$ cat src/rtl/colmul_pkg.sv
package colmul_pkg;

  typedef enum logic {
    ST_IDLE = 1'b0,
    ST_RUN  = 1'b1
  } colmul_state_e;

  // carry width needed so that a column sum of width-many terms plus carry fits
  function automatic int unsigned carry_bits(input int unsigned width);
    return (width < 2) ? 1 : $clog2(width);
  endfunction

endpackage

$ cat src/rtl/colmul_ctrl.sv
module colmul_ctrl
  import colmul_pkg::*;
#(
  parameter int unsigned OP_W = 4,
  localparam int unsigned PROD_W = 2 * OP_W,
  localparam int unsigned CNT_W  = $clog2(PROD_W)
) (
  input  logic             clk,
  input  logic             rst_n,
  input  logic             start_i,
  output logic             accept_o,
  output logic             step_o,
  output logic             last_o,
  output logic [CNT_W-1:0] col_o,
  output logic             done_o
);

  localparam logic [CNT_W-1:0] LastCol = CNT_W'(PROD_W - 1);

  colmul_state_e    state_q, state_d;
  logic [CNT_W-1:0] cnt_q, cnt_d;
  logic             done_q, done_d;
  logic             cnt_en;

  assign accept_o = (state_q == ST_IDLE) && start_i;
  assign step_o   = (state_q == ST_RUN);
  assign last_o   = step_o && (cnt_q == LastCol);
  assign cnt_en   = accept_o || step_o;

  always_comb begin
    state_d = state_q;
    cnt_d   = cnt_q;
    if (accept_o) begin
      state_d = ST_RUN;
      cnt_d   = '0;
    end else if (step_o) begin
      cnt_d = cnt_q + 1'b1;
      if (last_o) state_d = ST_IDLE;
    end
    done_d = last_o;
  end

  always_ff @(posedge clk or negedge rst_n) begin
    if (!rst_n) begin
      state_q <= ST_IDLE;
      cnt_q   <= '0;
      done_q  <= 1'b0;
    end else begin
      state_q <= state_d;
      done_q  <= done_d;
      if (cnt_en) cnt_q <= cnt_d;
    end
  end

  assign col_o  = cnt_q;
  assign done_o = done_q;

  assert_accept_enters_run_R2: assert property (@(posedge clk) disable iff (!rst_n)
    accept_o |=> (step_o && cnt_q == '0));
  assert_run_continues_R2: assert property (@(posedge clk) disable iff (!rst_n)
    (step_o && !last_o) |=> step_o);
  assert_run_ends_R2: assert property (@(posedge clk) disable iff (!rst_n)
    last_o |=> !step_o);
  assert_done_single_R3: assert property (@(posedge clk) disable iff (!rst_n)
    done_o |=> !done_o);
  assert_done_idle_R3: assert property (@(posedge clk) disable iff (!rst_n)
    done_o |-> !step_o);

endmodule

$ cat src/rtl/colmul_steer.sv
module colmul_steer #(
  parameter int unsigned OP_W = 4,
  localparam int unsigned PROD_W = 2 * OP_W,
  localparam int unsigned CNT_W  = $clog2(PROD_W),
  localparam int unsigned EXT_W  = 3 * OP_W - 1
) (
  input  logic [CNT_W-1:0] col_i,
  input  logic [OP_W-1:0]  a_i,
  output logic [OP_W-1:0]  a_col_o
);

  // multiplicand padded with zeros on both sides; lane j picks bit col-j
  logic [EXT_W-1:0] ext;
  assign ext = {{OP_W{1'b0}}, a_i, {(OP_W-1){1'b0}}};

  for (genvar j = 0; j < OP_W; j++) begin : g_lane
    always_comb begin
      a_col_o[j] = ext[int'(col_i) + (OP_W - 1 - j)];
    end
  end

endmodule

$ cat src/rtl/colmul_lut.sv
module colmul_lut #(
  parameter int unsigned OP_W    = 4,
  parameter int unsigned CARRY_W = 2,
  localparam int unsigned AW     = CARRY_W + 2 * OP_W,
  localparam int unsigned DW     = 1 + CARRY_W,
  localparam int unsigned DEPTH  = 1 << AW
) (
  input  logic [AW-1:0] addr_i,
  output logic [DW-1:0] data_o
);

  // address layout: {carry, aligned multiplicand lanes, multiplier}
  function automatic logic [DW-1:0] entry(input logic [AW-1:0] e);
    logic [OP_W-1:0]    bb;
    logic [OP_W-1:0]    aa;
    logic [CARRY_W-1:0] cc;
    int unsigned        sum;
    bb  = e[OP_W-1:0];
    aa  = e[2*OP_W-1:OP_W];
    cc  = e[AW-1:2*OP_W];
    sum = int'(cc);
    for (int i = 0; i < OP_W; i++) sum += int'(aa[i] & bb[i]);
    return DW'(sum);
  endfunction

  logic [DW-1:0] rom [DEPTH];

  for (genvar e = 0; e < DEPTH; e++) begin : g_rom
    assign rom[e] = entry(AW'(e));
  end

  assign data_o = rom[addr_i];

endmodule

$ cat src/rtl/colmul_accum.sv
module colmul_accum #(
  parameter int unsigned OP_W    = 4,
  parameter int unsigned CARRY_W = 2,
  localparam int unsigned PROD_W = 2 * OP_W,
  localparam int unsigned DW     = 1 + CARRY_W
) (
  input  logic               clk,
  input  logic               rst_n,
  input  logic               clear_i,
  input  logic               step_i,
  input  logic               last_i,
  input  logic [DW-1:0]      lut_i,
  output logic [CARRY_W-1:0] carry_o,
  output logic [PROD_W-1:0]  prod_o
);

  logic [CARRY_W-1:0] carry_q, carry_d;
  logic [PROD_W-1:0]  prod_q, prod_d;
  logic               carry_en;

  assign carry_en = clear_i || step_i;

  always_comb begin
    carry_d = clear_i ? '0 : lut_i[DW-1:1];
    prod_d  = {lut_i[0], prod_q[PROD_W-1:1]};
  end

  always_ff @(posedge clk or negedge rst_n) begin
    if (!rst_n) begin
      carry_q <= '0;
      prod_q  <= '0;
    end else begin
      if (carry_en) carry_q <= carry_d;
      if (step_i)   prod_q  <= prod_d;
    end
  end

  assign carry_o = carry_q;
  assign prod_o  = prod_q;

  assert_carry_cleared_R8: assert property (@(posedge clk) disable iff (!rst_n)
    clear_i |=> (carry_q == '0));
  assert_carry_flushed_R8: assert property (@(posedge clk) disable iff (!rst_n)
    (step_i && last_i) |=> (carry_q == '0));
  assert_prod_held_R7: assert property (@(posedge clk) disable iff (!rst_n)
    !step_i |=> $stable(prod_q));

endmodule

$ cat src/rtl/colmul_top.sv
module colmul_top
  import colmul_pkg::*;
#(
  parameter int unsigned OP_W = 4,
  localparam int unsigned PROD_W  = 2 * OP_W,
  localparam int unsigned CNT_W   = $clog2(PROD_W),
  localparam int unsigned CARRY_W = carry_bits(OP_W),
  localparam int unsigned AW      = CARRY_W + 2 * OP_W,
  localparam int unsigned DW      = 1 + CARRY_W
) (
  input  logic              clk,
  input  logic              rst_ni,
  input  logic              start_i,
  input  logic [OP_W-1:0]   op_a_i,
  input  logic [OP_W-1:0]   op_b_i,
  output logic              busy_o,
  output logic              done_o,
  output logic [PROD_W-1:0] prod_o
);

  // reset: asserted asynchronously, released on a clock edge
  logic rst_meta_q, rst_n;
  always_ff @(posedge clk or negedge rst_ni) begin
    if (!rst_ni) begin
      rst_meta_q <= 1'b0;
      rst_n      <= 1'b0;
    end else begin
      rst_meta_q <= 1'b1;
      rst_n      <= rst_meta_q;
    end
  end

  logic               accept, step, last;
  logic [CNT_W-1:0]   col;
  logic [OP_W-1:0]    a_q, b_q, a_d, b_d;
  logic [OP_W-1:0]    a_col;
  logic [CARRY_W-1:0] carry;
  logic [DW-1:0]      lut_data;

  colmul_ctrl #(.OP_W(OP_W)) ctrl_i (
    .clk      (clk),
    .rst_n    (rst_n),
    .start_i  (start_i),
    .accept_o (accept),
    .step_o   (step),
    .last_o   (last),
    .col_o    (col),
    .done_o   (done_o)
  );

  always_comb begin
    a_d = op_a_i;
    b_d = op_b_i;
  end

  always_ff @(posedge clk or negedge rst_n) begin
    if (!rst_n) begin
      a_q <= '0;
      b_q <= '0;
    end else if (accept) begin
      a_q <= a_d;
      b_q <= b_d;
    end
  end

  colmul_steer #(.OP_W(OP_W)) steer_i (
    .col_i   (col),
    .a_i     (a_q),
    .a_col_o (a_col)
  );

  colmul_lut #(.OP_W(OP_W), .CARRY_W(CARRY_W)) lut_i (
    .addr_i ({carry, a_col, b_q}),
    .data_o (lut_data)
  );

  colmul_accum #(.OP_W(OP_W), .CARRY_W(CARRY_W)) accum_i (
    .clk     (clk),
    .rst_n   (rst_n),
    .clear_i (accept),
    .step_i  (step),
    .last_i  (last),
    .lut_i   (lut_data),
    .carry_o (carry),
    .prod_o  (prod_o)
  );

  assign busy_o = step;

  assert_ops_held_R6: assert property (@(posedge clk) disable iff (!rst_n)
    busy_o |=> ($stable(a_q) && $stable(b_q)));
  assert_start_ignored_R5: assert property (@(posedge clk) disable iff (!rst_n)
    (busy_o && start_i && !last) |=> busy_o);
  assert_reset_quiet_R1: assert property (@(posedge clk)
    !rst_n |-> (!busy_o && !done_o && prod_o == '0));

endmodule

$ cat config.mk
export PLATFORM = sky130hd
export DESIGN_NAME = colmul_top
export DESIGN_NICKNAME = d
export VERILOG_FILES = /design/src/rtl/colmul_pkg.sv /design/src/rtl/colmul_ctrl.sv /design/src/rtl/colmul_steer.sv /design/src/rtl/colmul_lut.sv /design/src/rtl/colmul_accum.sv /design/src/rtl/colmul_top.sv
export SDC_FILE = /design/constraint.sdc
export NUM_CORES = 1
export LEC_CHECK = 0
export BUFFER_PORTS_ARGS = -buffer_cell sky130_fd_sc_hd__buf_2
export CAP_MARGIN = 25
export CORE_MARGIN = 1.5
export CORE_UTILIZATION = 55
export CTS_CLUSTER_SIZE = 25
export DETAILED_ROUTE_END_ITERATION = 10
export GPL_TIMING_DRIVEN = 0
export PLACE_DENSITY = 0.76
export SYNTH_ARGS = -nofsm -noshare
export SYNTH_HDL_FRONTEND = slang
export SYNTH_HIERARCHICAL = 1
export SYNTH_SLANG_ARGS = --single-unit
$ cat constraint.sdc
create_clock -name clk -period 0.8 [get_ports clk]
set_input_delay 0.16 -clock clk [delete_from_list [all_inputs] [get_ports clk]]
set_output_delay 0.16 -clock clk [all_outputs]
set_load 0.02 [all_outputs]
==> run metrics <==
grt ovf 0; Synth Area in Simple Gates 17.9%; maximum fanout along the worst path 8; number of enable flip-flop cells after synthesis 0; Synth area leader dfrtp_1; routed wl met2 4020 um; DRC viols 0; Setup Viol. Count Final 33; Post-synth ARST share 100%; Detail Route Antenna Nets 0; largest net degree at the start of global routing 24; detailed placement HPWL 5080 um; fin area 3670 um^2; synth warn 6; 1st-iter DRT viols 414; Clock Latency Late Sink 0.28 ns; outcome finished, violations left; unrepaired setup endpoints after global routing true; Final Wtd Congestion 0.975; CP Launch Type flip-flop; Initial Util 57.4%; die area 5400 um^2; hold_ws 0.110 ns; Synth Area in Adders 12.8%; H-tree levels 1; Syn Area/Cell 9.32 um^2; Worst slew margin 64.2%; DR WL/cell 20.6 um; length of routed met3 wiring 862 um; failing checks setup timing; I/O pins 21; clk sinks 25; CP required 0.98 ns; combinational family with the most area after synthesis compound AO/OA/AOI/OAI gates; placed cell area 3000 um^2; fmax 336 MHz; Slew Limit Fails 0; Post-synth top flop dfrtp_1; final clock skew 0.00856 ns; mux cell area share after synthesis 14.8%; Hold Crit Class input port to flip-flop; final wirelength 8610 um; Max clock buf depth 2; worst setup margin -2.18 ns; Die Y 73.5 um; max layer used met4; proportion of layout cells with a drive suffix above 1 41.9%; filler cell count 297; initial antenna violation count 0; CTS Root Cell clkbuf_8; Area Growth Syn to Fin 34.5%; CTS tree done; Core Area 4750 um^2; antenna cells 0; Critical Path End Type flip-flop; Gate Count Post-Synth 293; M1 WL 3350 um; mapped cell area 2730 um^2; TritonCTS buffer count 3; most common cell after layout, fill and taps aside buf_4; minimum clock period 2.98 ns; Die Width 73.5 um; Hold Fails Final Rpt 0; DRT Pass-1 Iters 5; Reg clk slew, reported paths 0.10 ns; cell row count 25; placed cell count 380; post-synthesis compound-gate area fraction 21.7%; vias 2762; Nets 391; GRT Total Usage 30.6%; Netlist cell types 64; #FFs+latches synth 25; Worst-Margin Slew 0.533 ns; WP data arrival 3.16 ns; most frequent cells in the layout buf_4 (30), buf_6 (22), ha_1 (22); synth top area cells dfrtp_1 (23%), ha_1 (13%), mux2_4 (9.9%), mux2i_1 (3.7%), buf_6 (3.3%); max-cap violations 0; vias in the first global route 2625; XOR/XNOR Fraction of Synth Area 2.57%; Post-Syn Nets 332; Final period util 372%; crit path kind flip-flop to flip-flop; via/cell ratio 6.61; final instance count without filler cells 418; pre-CTS WS -2.47 ns; sequential cell area fraction in the yosys report 22.9%; Synth top area share 22.9%; first-pass GRT wire length 12900 um; PortBufs 20
## flip-flops by register name, indices dropped and copies added (netlist names)
signal           flops
rst_meta_q           1
accum_i/prod_o       8
a_q                  4
accum_i/carry_o      2
ctrl_i/step_o        1
ctrl_i/col_o         3
b_q                  4
ctrl_i/done_o        1
rst_n                1
## cell families (layout without fill, tap and decap cells)
group                    after synthesis  after routing
adder cells (fa/ha/maj)               28             28
flip-flops                            25             25
multiplexers                          30             30
other                                  1              1
buffers and inverters                 29             87
AO/OA/AOI/OAI                         81             81
XOR/XNOR                               8              8
AND/OR/NAND/NOR                       91             91
## synthesized netlist by cell type (3+ instances only)
master and instances:
a21oi_1 12, o221ai_1 3, mux2_4 18, a31oi_1 10, a211oi_1 6, xor2_1 3
ha_1 28, o211ai_1 5, dfrtp_1 25, nand2_1 14, xnor2_1 5, buf_6 8
buf_4 5, inv_1 8, nor2_1 21, mux2i_1 10, nand3_1 8, nor2b_1 9
nor3_1 4, nand2b_1 14, buf_2 5, o21ai_0 12
## worst paths after layout
| path | from | cells after the start | end | slack, ns |
|---|---|---|---|---|
| worst max register to register | ctrl_i/col_o[0] | 15 | accum_i/carry_o[0] | -2.18 |
| worst min-delay path | op_a_i[0] | 2 | a_q[0] | 0.11 |
| worst max-delay path | ctrl_i/col_o[0] | 15 | accum_i/carry_o[0] | -2.18 |
| max in group asynchronous | rst_n | 0 | ctrl_i/col_o[2] | 0.18 |
| worst min register to register | rst_n | 0 | accum_i/prod_o[5] | 0.24 |
| min in group asynchronous | rst_ni | 2 | rst_meta_q | 0.18 |
## per-layer routing
metal	up-vias	global-route usage, %
met5	-	0
met4	0	10.7
met3	52	5.49
met2	217	49.1
met1	1295	41.4
li1	1198	-
## worst max-delay path, cell delays in order (launching register included)
cell,delay (ns)
dfrtp_2,0.46
buf_6,0.14
inv_4,0.05
ha_4,0.14
xor2_2,0.15
mux2i_1,0.21
o211a_1,0.17
buf_6,0.15
buf_8,0.14
mux2i_1,0.10
a22oi_2,0.23
a31oi_1,0.09
o311a_1,0.32
o32a_1,0.34
mux2i_1,0.13
nor2_1,0.06
## stage by stage
stage	util (%)	TNS, ns
floorplan	-	-13.46
global placement	63.0	-19.39
detailed placement	63.0	-20.20
CTS	73.2	-15.93
global route	77.2	-17.39
finish	77.2	-16.38
## final cells by class
| cell class | instances | area, um^2 | share of cell area, % |
|---|---|---|---|
| tap | 67 | 83.8 | 2.28 |
| multi-input combinational | 239 | 2170 | 59.1 |
| sequential | 25 | 632 | 17.2 |
| buffer | 20 | 210 | 5.72 |
| timing repair buffer | 54 | 487 | 13.3 |
| clock buffer | 3 | 41.3 | 1.12 |
| clock inverter | 1 | 7.51 | 0.204 |
| inverter | 9 | 41.3 | 1.12 |
## timing repair
action | in CTS | in global routing
setup endpoints to repair | 56 | 33
gates resized for setup | 54 | 25
setup buffers | 24 | 6
gates cloned | 1 | 2
pin swaps | 14 | 11
hold buffers | 1 | 0
hold endpoints to repair | 2 | 0
Power is left out: the tool's default activity adds up to more than one toggle a clock period on the data nets, which glitch-free logic cannot reach.
